[src/rtl/can_txmb_pkg.sv]
package can_txmb_pkg;
  localparam int ID_W   = 29;
  localparam int STD_W  = 11;
  localparam int DLC_W  = 4;
  localparam int DATA_W = 64;
  localparam int KEY_W  = ID_W + 1;

  typedef enum logic [2:0] {
    MB_EMPTY = 3'd0,
    MB_PEND  = 3'd1,
    MB_BUSY  = 3'd2,
    MB_OK    = 3'd3,
    MB_ERR   = 3'd4
  } mb_state_e;

  typedef enum logic [1:0] {
    RES_ACK  = 2'd0,
    RES_NACK = 2'd1,
    RES_LOST = 2'd2,
    RES_RSVD = 2'd3
  } tx_res_e;

  typedef struct packed {
    logic [ID_W-1:0]   id;
    logic              ext;
    logic              rtr;
    logic [DLC_W-1:0]  dlc;
    logic [DATA_W-1:0] data;
  } frame_t;

  // Arbitration-order key: smaller value wins on the wire.
  function automatic logic [KEY_W-1:0] prio_key(input logic [ID_W-1:0] id, input logic ext);
    if (ext) return {id, 1'b1};
    return {id[STD_W-1:0], {(ID_W-STD_W){1'b0}}, 1'b0};
  endfunction
endpackage

[src/rtl/can_txmb_store.sv]
module can_txmb_store
  import can_txmb_pkg::*;
#(
  parameter int NUM_MB = 3,
  parameter int AW     = 2
) (
  input  logic          clk,
  input  logic          we,
  input  logic [AW-1:0] waddr,
  input  frame_t        wdata,
  input  logic [AW-1:0] raddr,
  output frame_t        rdata
);
  // Frame storage with synchronous read so that RAM can be inferred.
  frame_t mem [NUM_MB];

  always_ff @(posedge clk) begin
    if (we) mem[waddr] <= wdata;
    rdata <= mem[raddr];
  end
endmodule

[src/rtl/can_txmb_sel.sv]
module can_txmb_sel
  import can_txmb_pkg::*;
#(
  parameter int NUM_MB = 3,
  parameter int AW     = 2
) (
  input  logic [NUM_MB-1:0] elig,
  input  logic [KEY_W-1:0]  keys [NUM_MB],
  output logic              any,
  output logic [AW-1:0]     idx
);
  logic [KEY_W-1:0] best;

  // Scan from the top index down; "<=" lets a lower index take ties.
  always_comb begin
    any  = 1'b0;
    idx  = '0;
    best = '0;
    for (int i = NUM_MB - 1; i >= 0; i--) begin
      if (elig[i] && (!any || keys[i] <= best)) begin
        any  = 1'b1;
        idx  = AW'(i);
        best = keys[i];
      end
    end
  end
endmodule

[src/rtl/can_txmb_slot.sv]
module can_txmb_slot
  import can_txmb_pkg::*;
#(
  parameter int RETRY_W = 4
) (
  input  logic               clk,
  input  logic               rst,
  input  logic               ld_hit,
  input  logic [KEY_W-1:0]   key_in,
  input  logic               ab_hit,
  input  logic               grant_hit,
  input  logic               done_hit,
  input  logic [1:0]         result,
  input  logic               rearm_fire,
  input  logic [RETRY_W-1:0] retry_limit,
  output mb_state_e          st,
  output logic               pulse,
  output logic [KEY_W-1:0]   key
);
  logic [RETRY_W-1:0] cnt;
  logic [RETRY_W:0]   cnt_nxt;
  logic               abort_q;
  logic               rearm_ok;
  logic               exhaust;

  assign cnt_nxt = {1'b0, cnt} + 1'b1;
  assign exhaust = cnt_nxt >= {1'b0, retry_limit};

  always_ff @(posedge clk) begin
    if (rst) begin
      st       <= MB_EMPTY;
      cnt      <= '0;
      abort_q  <= 1'b0;
      rearm_ok <= 1'b0;
      pulse    <= 1'b0;
      key      <= '0;
    end else begin
      pulse <= 1'b0;
      case (st)
        MB_EMPTY, MB_OK, MB_ERR: begin
          if (ld_hit) begin
            st       <= MB_PEND;
            cnt      <= '0;
            abort_q  <= 1'b0;
            rearm_ok <= 1'b0;
            key      <= key_in;
          end else if (st == MB_ERR && rearm_ok && rearm_fire) begin
            st       <= MB_PEND;
            cnt      <= '0;
            rearm_ok <= 1'b0;
          end
        end
        MB_PEND: begin
          if (ab_hit) begin
            st    <= MB_ERR;
            pulse <= 1'b1;
          end else if (grant_hit) begin
            st <= MB_BUSY;
          end
        end
        MB_BUSY: begin
          if (done_hit) begin
            abort_q <= 1'b0;
            if (tx_res_e'(result) == RES_ACK) begin
              st    <= MB_OK;
              pulse <= 1'b1;
            end else if (abort_q || ab_hit) begin
              st    <= MB_ERR;
              pulse <= 1'b1;
            end else if (tx_res_e'(result) == RES_LOST) begin
              st <= MB_PEND;
            end else if (exhaust) begin
              st       <= MB_ERR;
              pulse    <= 1'b1;
              rearm_ok <= 1'b1;
            end else begin
              cnt <= cnt_nxt[RETRY_W-1:0];
              st  <= MB_PEND;
            end
          end else if (ab_hit) begin
            abort_q <= 1'b1;
          end
        end
        default: st <= MB_EMPTY;
      endcase
    end
  end


  abort_pending_chk: assert property (@(posedge clk) disable iff (rst)
    (st == MB_PEND && ab_hit) |=> (st == MB_ERR && pulse));


  defer_abort_chk: assert property (@(posedge clk) disable iff (rst)
    (st == MB_BUSY && ab_hit && !done_hit) |=> (st == MB_BUSY));


  lost_keeps_count_chk: assert property (@(posedge clk) disable iff (rst)
    (st == MB_BUSY && done_hit && result == 2'd2 && !ab_hit && !abort_q)
      |=> (st == MB_PEND && cnt == $past(cnt)));


  pulse_single_chk: assert property (@(posedge clk) disable iff (rst)
    pulse |=> !pulse);
endmodule

[src/rtl/can_txmb_sched.sv]
module can_txmb_sched
  import can_txmb_pkg::*;
#(
  parameter int NUM_MB  = 3,
  parameter int RETRY_W = 4,
  parameter int IDLE_W  = 16
) (
  input  logic                       clk,
  input  logic                       rst,
  input  logic [RETRY_W-1:0]         cfg_retry_limit,
  input  logic                       cfg_rearm_en,
  input  logic [IDLE_W-1:0]          cfg_idle_limit,
  input  logic                       ld_valid,
  input  logic [$clog2(NUM_MB)-1:0]  ld_idx,
  input  logic [28:0]                ld_id,
  input  logic                       ld_ext,
  input  logic                       ld_rtr,
  input  logic [3:0]                 ld_dlc,
  input  logic [63:0]                ld_data,
  input  logic                       ab_valid,
  input  logic [$clog2(NUM_MB)-1:0]  ab_idx,
  input  logic                       bus_idle,
  output logic                       tx_req,
  output logic [$clog2(NUM_MB)-1:0]  tx_idx,
  output logic [28:0]                tx_id,
  output logic                       tx_ext,
  output logic                       tx_rtr,
  output logic [3:0]                 tx_dlc,
  output logic [63:0]                tx_data,
  input  logic                       tx_grant,
  input  logic                       tx_done,
  input  logic [1:0]                 tx_result,
  output logic [3*NUM_MB-1:0]        mb_status,
  output logic [NUM_MB-1:0]          done_pulse
);
  localparam int AW = $clog2(NUM_MB);

  mb_state_e          st    [NUM_MB];
  logic [KEY_W-1:0]   keys  [NUM_MB];
  logic [NUM_MB-1:0]  ld_hit, ab_hit, grant_hit, done_hit, elig, busy, pulse;
  logic               ld_ok, grant_fire, sel_any, rearm_fire;
  logic [AW-1:0]      sel_idx;
  logic [IDLE_W-1:0]  idle_cnt;
  frame_t             wr_frame, rd_frame;

  assign grant_fire = tx_grant && tx_req;
  assign wr_frame   = '{id: ld_id, ext: ld_ext, rtr: ld_rtr, dlc: ld_dlc, data: ld_data};

  always_comb begin
    for (int i = 0; i < NUM_MB; i++) begin
      ld_hit[i]    = ld_valid && (ld_idx == AW'(i)) &&
                     (st[i] == MB_EMPTY || st[i] == MB_OK || st[i] == MB_ERR);
      ab_hit[i]    = ab_valid && (ab_idx == AW'(i));
      busy[i]      = (st[i] == MB_BUSY);
      elig[i]      = (st[i] == MB_PEND) && !ab_hit[i];
      grant_hit[i] = grant_fire && (tx_idx == AW'(i));
      done_hit[i]  = tx_done && busy[i];
    end
  end
  assign ld_ok = |ld_hit;

  // Bus-idle interval timer for re-arming exhausted frames.
  assign rearm_fire = cfg_rearm_en && bus_idle && (idle_cnt >= cfg_idle_limit);

  always_ff @(posedge clk) begin
    if (rst || !bus_idle || rearm_fire) idle_cnt <= '0;
    else if (idle_cnt != {IDLE_W{1'b1}}) idle_cnt <= idle_cnt + 1'b1;
  end

  genvar g;
  generate
    for (g = 0; g < NUM_MB; g++) begin : g_slot
      can_txmb_slot #(.RETRY_W(RETRY_W)) u_slot (
        .clk        (clk),
        .rst        (rst),
        .ld_hit     (ld_hit[g]),
        .key_in     (prio_key(ld_id, ld_ext)),
        .ab_hit     (ab_hit[g]),
        .grant_hit  (grant_hit[g]),
        .done_hit   (done_hit[g]),
        .result     (tx_result),
        .rearm_fire (rearm_fire),
        .retry_limit(cfg_retry_limit),
        .st         (st[g]),
        .pulse      (pulse[g]),
        .key        (keys[g])
      );
      assign mb_status[3*g +: 3] = st[g];
      assign done_pulse[g]       = pulse[g];
    end
  endgenerate

  can_txmb_sel #(.NUM_MB(NUM_MB), .AW(AW)) u_sel (
    .elig (elig),
    .keys (keys),
    .any  (sel_any),
    .idx  (sel_idx)
  );

  can_txmb_store #(.NUM_MB(NUM_MB), .AW(AW)) u_store (
    .clk   (clk),
    .we    (ld_ok),
    .waddr (ld_idx),
    .wdata (wr_frame),
    .raddr (sel_idx),
    .rdata (rd_frame)
  );

  // Registered offer; held off for the cycle a grant is being taken.
  always_ff @(posedge clk) begin
    if (rst) begin
      tx_req <= 1'b0;
      tx_idx <= '0;
    end else begin
      tx_req <= sel_any && !(|busy) && !grant_fire;
      tx_idx <= sel_idx;
    end
  end

  assign tx_id   = rd_frame.id;
  assign tx_ext  = rd_frame.ext;
  assign tx_rtr  = rd_frame.rtr;
  assign tx_dlc  = rd_frame.dlc;
  assign tx_data = rd_frame.data;


  one_inprog_chk: assert property (@(posedge clk) disable iff (rst)
    $onehot0(busy));


  req_idle_chk: assert property (@(posedge clk) disable iff (rst)
    tx_req |-> (busy == '0));


  ack_frees_chk: assert property (@(posedge clk) disable iff (rst)
    (tx_done && busy != '0 && tx_result == 2'd0) |=> (busy == '0 && done_pulse != '0));
endmodule

[config.mk]
export PLATFORM = sky130hd
export DESIGN_NAME = can_txmb_sched
export DESIGN_NICKNAME = d
export VERILOG_FILES = /design/src/rtl/can_txmb_pkg.sv /design/src/rtl/can_txmb_store.sv /design/src/rtl/can_txmb_sel.sv /design/src/rtl/can_txmb_slot.sv /design/src/rtl/can_txmb_sched.sv
export SDC_FILE = /design/constraint.sdc
export NUM_CORES = 1
export LEC_CHECK = 0
export BUFFER_PORTS_ARGS = -buffer_cell sky130_fd_sc_hd__buf_2
export CORE_AREA = 2 2 239 241
export DETAILED_ROUTE_END_ITERATION = 12
export DIE_AREA = 0 0 241 243
export SYNTH_ARGS = -nofsm -noshare
export SYNTH_HDL_FRONTEND = slang
export SYNTH_HIERARCHICAL = 1
export SYNTH_SLANG_ARGS = --single-unit
[constraint.sdc]
create_clock -name clk -period 14.3 [get_ports clk]
set_input_delay 1.43 -clock clk [delete_from_list [all_inputs] [get_ports clk]]
set_output_delay 1.43 -clock clk [all_outputs]
set_load 0.01 [all_outputs]
==> results.sh, run 1 <==
export IMPL_status="complete, no violations"
export IMPL_wire_per_inst_um=17.8
export IMPL_clockRootBuffer="clkbuf_16"
export IMPL_antenna_found_initial=7
export IMPL_p_leak_nw=9.48
export IMPL_num_rows=87
export IMPL_avgSynthCellArea_um2=11.8
export IMPL_setup_viol=0
export IMPL_slowest_delay_ns=0.82
export IMPL_min_period_ns=8.53
export IMPL_drive_above_1_share_pct=20.1
export IMPL_areaGrowthSynthToFinish_pct=17.0
export IMPL_whs_ns=0.434
export IMPL_synth_cells=1879
export IMPL_finalWirelength_mm=52.0
export IMPL_nets=2340
export IMPL_clk_pin_slew_worst_paths_ns=0.06
export IMPL_final_setup_tns_ns=0
export IMPL_vias_per_cell=5.09
export IMPL_path_cells="buf_2, and3b_1, nor4b_2, buf_4, nand2_1, ha_1, and3_1, o21ai_1, a311oi_1, or4_4, a32oi_4, buf_4, mux2_1, ha_1, nand4_1, nor4_1, nand2_1, a311oi_1, a21oi_1, nor2b_4, buf_4, buf_4, mux2i_1, o21ai_0"
export IMPL_cellPowerDensity_nw_per_um2=171
export IMPL_detailed_place_hpwl_mm=33.9
export IMPL_place_ws_ns=5.10
export IMPL_pwr_share_comb_pct=23.4
export IMPL_worstPathRequired_ns=14.72
export IMPL_sw_frac_of_total_pct=30.0
export IMPL_cp_arrival_ns=8.96
export IMPL_p_sw_mw=1.33
export IMPL_cp_end_kind="register"
export IMPL_dieArea_um2=58600
export IMPL_rsz0062_at_grt="false"
export IMPL_crit_family="buffers and inverters"
export IMPL_utilization_pct=46.5
export IMPL_synth_cell_type_count=70
export IMPL_pin_count=247
export IMPL_p_clk_share_pct=32.6
export IMPL_layout_commonest_cell="nand2_1"
export IMPL_synth_edf_count=297
export IMPL_worst_slew_pin_slew_ns=1.17
export IMPL_max_vdd_ir_drop_uv=92.9
export IMPL_grt_pass1_wl_mm=80.2
export IMPL_yosys_warnings=6
export IMPL_post_cts_resize_count=0
export IMPL_maxSlewViolCount=0
export IMPL_final_cell_mix="341 x nand2_1, 297 x edfxtp_1, 245 x buf_2"
export IMPL_slowest_stage="buf_4"
export IMPL_synthArstFlopShare_pct=0
export IMPL_clk_latency_ns=0.60
export IMPL_critPathLaunchType="input pin"
export IMPL_clkSinkCount=535
export IMPL_period_share_pct=59.7
export IMPL_cts_path_max_buffers=3
export IMPL_htreeDepth=2
export IMPL_worst_hold_path_type="reg2reg"
export IMPL_globalRouteTotalUtil_pct=17.5
export IMPL_syn_nets=2104
export IMPL_synth_top_area_share_pct=40.1
export IMPL_maxSlewHeadroom_pct=22.1
export IMPL_max_clock_freq_mhz=117
export IMPL_path_class="in2reg"
export IMPL_synth_cell_area_um2=22200
export IMPL_post_cts_setup_buffer_count=0
export IMPL_seq_power_share_pct=44.0
export IMPL_hold_violations=0
export IMPL_core_area_um2=56000
export IMPL_start_util_pct=39.8
export IMPL_path_buf_inv=5
export IMPL_path_max_fanout=53
export IMPL_ctsHoldBuffers=0
export IMPL_synthTopCellsByArea="edfxtp_1 40%, dfxtp_1 21%, nand2_1 5.8%"
export IMPL_drv_cap=0
export IMPL_grt_pass1_vias=14639
export IMPL_ys_seq_elements=535
export IMPL_firstDrtPassIters=7
export IMPL_drtAntennaViolNets=0
export IMPL_worst_slack_ns=5.77
export IMPL_cts_tree="yes"
export IMPL_finalWeightedCongestion=0.828
export IMPL_seq_area_frac_synth_pct=61.5
export IMPL_die_w_um=241
export IMPL_fp_dieH_um=243
export IMPL_cts_buffers=55
export IMPL_grt_max_degree=106
export IMPL_via_count=14859
export IMPL_overflow=0
export IMPL_skew_ns=0.0199
export IMPL_yosys_most_used_dff="edfxtp_1"
export IMPL_cp_common_cell="buf_4"
export IMPL_first_iter_violations=931
export IMPL_route_detailed_drc=0
export IMPL_internal_power_mw=3.11
export IMPL_synth_top_cell_by_area="edfxtp_1"
export IMPL_portBuffers=246
==> worst reg2reg max path: stages (launching register included) <==
cell and delay, ns:
dfxtp_1 0.60, nor4b_2 0.30, buf_4 0.41, nand2_1 0.19, ha_1 0.32, and3_1 0.18, o21ai_1 0.15, a311oi_1 0.11
or4_4 0.50, a32oi_4 0.41, buf_4 0.51, mux2_1 0.39, ha_1 0.30, nand4_1 0.17, nor4_1 0.44, nand2_1 0.11
a311oi_1 0.25, a21oi_1 0.13, nor2b_4 0.30, buf_4 0.82, buf_4 0.82, mux2i_1 0.29, o21ai_0 0.11
==> flip-flops by register name (all words and copies together) (netlist names) <==
signal,count
g_slot.u_slot/st,9
u_store/mem,297
g_slot.u_slot/pulse,3
tx_idx,2
g_slot.u_slot/cnt,12
tx_req,1
g_slot.u_slot/key,90
idle_cnt,16
u_store/rdata,99
g_slot.u_slot/rearm_ok,3
g_slot.u_slot/abort_q,3
==> metal layers <==
layer  share of wire [%]  global-route usage (%)
met5                0.14                       0
met4                 1.5                    3.96
met1                  44                    22.8
met2                  48                    29.5
met3                 6.2                    3.89
==> Yosys cell counts, types with 9 or more instances <==
cell type and number:
a211oi_1 10, a21o_1 15, a21oi_1 129, a31oi_1 11, and2_1 26, buf_2 11, buf_4 12, clkbuf_1 55
dfxtp_1 238, edfxtp_1 297, ha_1 92, inv_1 83, mux2_2 15, mux2_4 28, mux2i_1 105, nand2_1 341
nand2b_1 16, nand3_1 24, nand4_1 15, nor2_1 29, nor2b_1 14, nor3_1 17, nor3_2 11, o21ai_0 109
o21ai_1 17, o32ai_1 9, xnor2_1 10
==> final timing paths <==
check,start,endpoint,slack (ns),depth (start not counted)
worst min register to register,u_store/mem[2][29],u_store/rdata[29],0.43,2
worst min-delay path,u_store/mem[2][29],u_store/rdata[29],0.43,2
worst max register to register,g_slot[2].u_slot/st[0],u_store/rdata[41],6.34,22
worst max-delay path,ab_idx[1],u_store/rdata[41],5.77,24
==> cell type report <==
| cell class | count | area [um2] |
|---|---|---|
| inverter | 83 | 312 |
| tap | 756 | 946 |
| timing repair buffer | 266 | 1380 |
| clock buffer | 74 | 1570 |
| antenna | 2 | 5.00 |
| fill | 5110 | 29900 |
| clock inverter | 30 | 292 |
| multi-input combinational | 1174 | 7820 |
| sequential | 535 | 13700 |
==> metrics by stage <==
stage | instance area (um2) | total power [mW] | cells
6_report | 26000 | 4.44 | 2920
5_1_grt | 26000 | 4.68 | 2919
4_1_cts | 26000 | 4.50 | 2918
3_5_place_dp | 24100 | 3.04 | 2814
3_3_place_gp | 24100 | 3.02 | 2814
2_1_floorplan | 22200 | 2.66 | 1879
==> power groups by stage <==
stage | Sequential (mW) | Clock, mW | Combinational (mW)
floorplan | 2.04 | 0 | 0.618
global placement | 1.98 | 0 | 1.03
detailed placement | 1.99 | 0 | 1.05
CTS | 1.96 | 1.49 | 1.05
global route | 1.98 | 1.55 | 1.14
finish | 1.95 | 1.45 | 1.04
==> kinds of logic after synthesis <==
group	Yosys count	share of synthesized area, %
mux	150	7.48
xor+xnor	14	0.551
flops	535	61.5
buf+inv	170	3.45
compound gates	363	9.93
fa+ha+maj	92	5.17
simple gates	555	11.9
Power figures use the tool's default switching activity.
==> run 2, diff against run 1 <==
- clock period: 14.3 -> 8.5 ns (I/O delays scaled with it)
==> run 2 against run 1 <==
Flip-flop and latch count is the same; clock power grew 61%; largest cell class unchanged; clock skew shrank 0.0083 ns; setup slack lost 4.1 ns; final cell count grew 0.21%; final area shrank 0.14%; sequential power grew 69%; non-clock buffer count is the same; combinational power grew 69%.
==> results.sh, run 2 (synthesis results as in run 1) <==
export IMPL_nets=2340
export IMPL_seq_power_share_pct=44.5
export IMPL_dieArea_um2=58600
export IMPL_drv_cap=0
export IMPL_clk_latency_ns=0.59
export IMPL_finalWirelength_mm=51.9
export IMPL_hp_start="u_store/mem[2][27]"
export IMPL_maxSlewViolCount=0
export IMPL_slowest_delay_ns=0.70
export IMPL_p_leak_nw=9.45
export IMPL_clkSinkCount=535
export IMPL_pwr_share_comb_pct=23.8
export IMPL_clk_pin_slew_worst_paths_ns=0.06
export IMPL_worst_slew_pin_slew_ns=1.10
export IMPL_globalRouteTotalUtil_pct=17.3
export IMPL_cp_common_cell="buf_4"
export IMPL_path_buf_inv=3
export IMPL_grt_pass1_vias=14637
export IMPL_route_detailed_drc=0
export IMPL_max_clock_freq_mhz=147
export IMPL_layout_commonest_cell="nand2_1"
export IMPL_hold_violations=0
export IMPL_start_util_pct=39.8
export IMPL_worst_slack_ns=1.70
export IMPL_max_vdd_ir_drop_uv=186
export IMPL_drive_above_1_share_pct=20.1
export IMPL_place_ws_ns=1.06
export IMPL_p_clk_share_pct=31.7
export IMPL_firstDrtPassIters=5
export IMPL_final_cells=2926
export IMPL_antenna_found_initial=11
export IMPL_portBuffers=246
export IMPL_core_area_um2=56000
export IMPL_sw_frac_of_total_pct=30.1
export IMPL_maxSlewHeadroom_pct=26.7
export IMPL_cellPowerDensity_nw_per_um2=284
export IMPL_post_cts_setup_buffer_count=0
export IMPL_ctsHoldBuffers=0
export IMPL_clockRootBuffer="clkbuf_16"
export IMPL_report_power_total_mw=7.39
export IMPL_path_class="reg2reg"
export IMPL_r2r_start="g_slot[2].u_slot/st[0]"
export IMPL_setup_viol=0
export IMPL_utilization_pct=46.4
export IMPL_path_max_fanout=44
export IMPL_p_sw_mw=2.23
export IMPL_r2r_end="u_store/rdata[73]"
export IMPL_place_area_um2=24200
export IMPL_vias_per_cell=5.06
export IMPL_finalWeightedCongestion=0.875
export IMPL_cts_path_max_buffers=3
export IMPL_whs_ns=0.444
export IMPL_grt_pass1_wl_mm=79.8
export IMPL_htreeDepth=2
export IMPL_crit_family="simple AND/OR/NAND/NOR gates"
export IMPL_whs_path_depth=2
export IMPL_period_share_pct=80.0
export IMPL_internal_power_mw=5.16
export IMPL_cts_tree="yes"
export IMPL_largest_reg_flops=297
export IMPL_via_count=14808
export IMPL_skew_ns=0.0116
export IMPL_final_setup_tns_ns=0
export IMPL_cp_arrival_ns=7.23
export IMPL_overflow=0
export IMPL_fp_dieH_um=243
export IMPL_post_cts_resize_count=0
export IMPL_rrSetupSlack_ns=1.70
export IMPL_drtAntennaViolNets=0
export IMPL_status="complete, no violations"
export IMPL_dpl_cell_count=2814
export IMPL_final_cell_mix="341 x nand2_1, 297 x edfxtp_1, 245 x buf_2"
export IMPL_critPathLaunchType="register"
export IMPL_ff2ff_path_depth=21
export IMPL_num_rows=87
export IMPL_areaGrowthSynthToFinish_pct=16.8
export IMPL_worstPathRequired_ns=8.93
export IMPL_rsz0062_at_grt="false"
export IMPL_min_to="u_store/rdata[27]"
export IMPL_cp_end_kind="register"
export IMPL_path_cells="nor4b_2, buf_4, nand2_1, ha_1, and3_1, o21ai_1, a311oi_1, or4_4, a32oi_4, buf_4, mux2_4, ha_1, nand4_1, nor4_1, nand2_1, a311oi_1, a21oi_1, nor2b_4, buf_4, mux2i_1, o21ai_0"
export IMPL_pin_count=247
export IMPL_largest_register="u_store/mem"
export IMPL_cts_buffers=55
export IMPL_reg_top3="u_store/mem: 297 flops, u_store/rdata: 99 flops, g_slot.u_slot/key: 90 flops"
export IMPL_wire_per_inst_um=17.7
export IMPL_die_w_um=241
export IMPL_detailed_place_hpwl_mm=33.3
export IMPL_first_iter_violations=1007
export IMPL_worst_hold_path_type="reg2reg"
export IMPL_slowest_stage="buf_4"
export IMPL_grt_max_degree=200
export IMPL_min_period_ns=6.80
export IMPL_post_route_cell_area_um2=26000
run 2: power groups by stage:
stage	clock (mW)	sequential, mW	combinational [mW]
floorplan	0	3.43	1.04
CTS	2.42	3.29	1.79
global route	2.52	3.32	1.95
finish	2.34	3.29	1.76
global placement	0	3.34	1.75
detailed placement	0	3.34	1.78
run 2: metal layers:
metal	part of all wire, %	routed length, um	global-route usage [%]	vias to the layer above
met4	2.1	1080	5.07	4
met1	45	23300	23.6	7113
met2	46	24000	27.9	372
met5	0.052	27	0	-
met3	6.6	3440	3.50	74
li1	-	-	-	7245
run 2: area by class of cell:
type / count / area [um2]
clock buffers: 77 / 1540
fillers: 5120 / 30000
multi-input cells: 1174 / 7830
well taps: 756 / 946
inverters: 83 / 312
repair buffers: 266 / 1410
clock inverters: 26 / 239
diodes: 9 / 22.5
flip-flops and latches: 535 / 13700
run 2: worst max-delay path by stage:
| stage | startpoint | end | cells past startpoint |
|---|---|---|---|
| after floorplan | ld_idx[1] | u_store/mem[0][0] | 3 |
| after global placement | ab_idx[1] | u_store/rdata[60] | 23 |
| after detailed placement | ab_idx[1] | u_store/rdata[73] | 23 |
| after CTS | g_slot[2].u_slot/st[0] | u_store/rdata[73] | 21 |
| after global routing | g_slot[2].u_slot/st[0] | u_store/rdata[62] | 21 |
| final | g_slot[2].u_slot/st[0] | u_store/rdata[73] | 21 |
run 2: worst register-to-register path, stage by stage, from the launching register on:
cell	delay, ns
dfxtp_1	0.60
nor4b_2	0.29
buf_4	0.41
nand2_1	0.15
ha_1	0.32
and3_1	0.19
o21ai_1	0.15
a311oi_1	0.11
or4_4	0.50
a32oi_4	0.54
buf_4	0.37
mux2_4	0.33
ha_1	0.31
nand4_1	0.17
nor4_1	0.41
nand2_1	0.10
a311oi_1	0.26
a21oi_1	0.14
nor2b_4	0.17
buf_4	0.70
mux2i_1	0.32
o21ai_0	0.10
==> run 3, diff against run 2 <==
- clock period: 8.5 -> 5.6 ns (I/O delays scaled with it)
==> run 3 against run 2 <==
Sequential power up 50%; setup slack worse by 1.5 ns; total power up 64%; final area up 5.0%; utilization up 2.3 points; flip-flop and latch count unchanged; combinational power up 87%; non-clock buffer count up 80; via count up 3.0%.
==> results.sh, run 3 (synthesis results as in run 1) <==
export IMPL_status="complete, no violations"
export IMPL_drive_above_1_share_pct=23.6
export IMPL_ctsHoldBuffers=0
export IMPL_route_met2_wl_mm=25.7
export IMPL_nFillCells=5053
export IMPL_drv_cap=0
export IMPL_overflow=0
export IMPL_cp_arrival_ns=5.93
export IMPL_vias_per_cell=5.06
export IMPL_critPathLaunchType="register"
export IMPL_grt_max_degree=103
export IMPL_grt_pass1_wl_mm=82.3
export IMPL_portBuffers=246
export IMPL_worst_slew_pin_slew_ns=1.13
export IMPL_wl_met1_mm=24.4
export IMPL_rsz0062_at_grt="true"
export IMPL_worst_hold_path_type="in2reg"
export IMPL_clk_latency_ns=0.60
export IMPL_finalWeightedCongestion=0.828
export IMPL_fp_dieH_um=243
export IMPL_p_leak_nw=10.0
export IMPL_min_period_ns=5.45
export IMPL_utilization_pct=48.7
export IMPL_slowest_delay_ns=0.50
export IMPL_clockRootBuffer="clkbuf_16"
export IMPL_pin_count=247
export IMPL_post_route_cell_area_um2=27300
export IMPL_htreeDepth=2
export IMPL_wl_met3_mm=3.06
export IMPL_die_w_um=241
export IMPL_cp_end_kind="register"
export IMPL_route_detailed_drc=0
export IMPL_finalWirelength_mm=54.5
export IMPL_grt_pass1_vias=15060
export IMPL_cellPowerDensity_nw_per_um2=444
export IMPL_reg_top3="u_store/mem: 297 flops, u_store/rdata: 99 flops, g_slot.u_slot/key: 90 flops"
export IMPL_nets=2422
export IMPL_detailed_place_hpwl_mm=35.6
export IMPL_firstDrtPassIters=5
export IMPL_path_max_fanout=11
export IMPL_antenna_found_initial=9
export IMPL_highest_layer="met5"
export IMPL_max_clock_freq_mhz=184
export IMPL_clk_pin_slew_worst_paths_ns=0.06
export IMPL_first_iter_violations=831
export IMPL_hold_violations=0
export IMPL_skew_ns=0.0162
export IMPL_globalRouteTotalUtil_pct=17.8
export IMPL_cts_buffers=57
export IMPL_setup_viol=0
export IMPL_wire_per_inst_um=18.1
export IMPL_whs_ns=0.158
export IMPL_max_vdd_ir_drop_uv=290
export IMPL_layout_commonest_cell="nand2_1"
export IMPL_period_share_pct=97.3
export IMPL_largest_reg_flops=297
export IMPL_cts_tree="yes"
export IMPL_areaGrowthSynthToFinish_pct=22.6
export IMPL_slowest_stage="or4_4"
export IMPL_place_area_um2=24800
export IMPL_cts_path_max_buffers=3
export IMPL_final_cell_mix="340 x nand2_1, 297 x edfxtp_1, 245 x buf_2"
export IMPL_maxSlewViolCount=0
export IMPL_r2r_start="g_slot[2].u_slot/st[1]"
export IMPL_maxSlewHeadroom_pct=24.5
export IMPL_num_rows=87
export IMPL_clkSinkCount=535
export IMPL_dieArea_um2=58600
export IMPL_worstPathRequired_ns=6.08
export IMPL_drtAntennaViolNets=0
export IMPL_path_class="reg2reg"
export IMPL_core_area_um2=56000
export IMPL_start_util_pct=39.8
export IMPL_cp_common_cell="clkbuf_16"
export IMPL_via_count=15250
export IMPL_largest_register="u_store/mem"
export IMPL_critPathLaunch="g_slot[2].u_slot/st[1]"
export IMPL_hp_start="ld_data[20]"
export IMPL_report_power_total_mw=12.1
run 3: cell type report:
type,instances,area (um2),share of cell area [%]
sequential,535,13700,50.2
multi-input combinational,1174,7970,29.2
timing repair buffer,346,2390,8.77
clock buffer,74,1510,5.54
tap,756,946,3.47
clock inverter,34,433,1.59
inverter,83,312,1.14
antenna,9,22.5,0.0826
run 3: worst max-delay path: cells and delay by family, from the launching register on:
family / cells / cell delay, ns
buffers and inverters: 9 / 1.43
AOI/OAI and AO/OA: 8 / 1.42
and+or+nand+nor: 6 / 1.33
adders and majority gates: 2 / 0.53
DFF: 1 / 0.32
muxes: 1 / 0.29
run 3: path summary, 6_finish.rpt:
check | endpoint | slack (ns) | cells after the start
hold / removal | u_store/mem[1][20] | 0.16 | 1
setup / recovery | u_store/rdata[71] | 0.15 | 26
setup reg to reg | u_store/rdata[71] | 0.15 | 26
hold reg to reg | u_store/rdata[41] | 0.44 | 2
run 3: through the flow:
stage          setup TNS, ns  std cells  setup WS [ns]
2_1_floorplan              0       1879         0.0343
3_3_place_gp          -38.37       2870         -0.482
3_5_place_dp          -45.80       2870         -0.565
4_1_cts                    0       2978         0.0282
5_1_grt                -3.05       3006        -0.0807
6_report                   0       3011          0.151
run 3: report_power, final:
group	total, mW	internal, mW	switching [mW]
logic	3.29	1.45	1.84
clock network	3.87	2.32	1.55
registers	4.94	4.73	0.210
run 3: metal layers:
metal / global-route usage, % / vias up
met4: 5.17 / 8
met3: 3.63 / 79
li1: - / 7419
met5: 0 / -
met1: 23.2 / 7394
met2: 29.8 / 350
run 3: what timing repair did:
item / CTS / global route
pin swaps: 0 / 10
setup endpoints to repair: 16 / 100
buffers inserted: 0 / 15
gates resized for setup: 1 / 28
cloned: 0 / 9
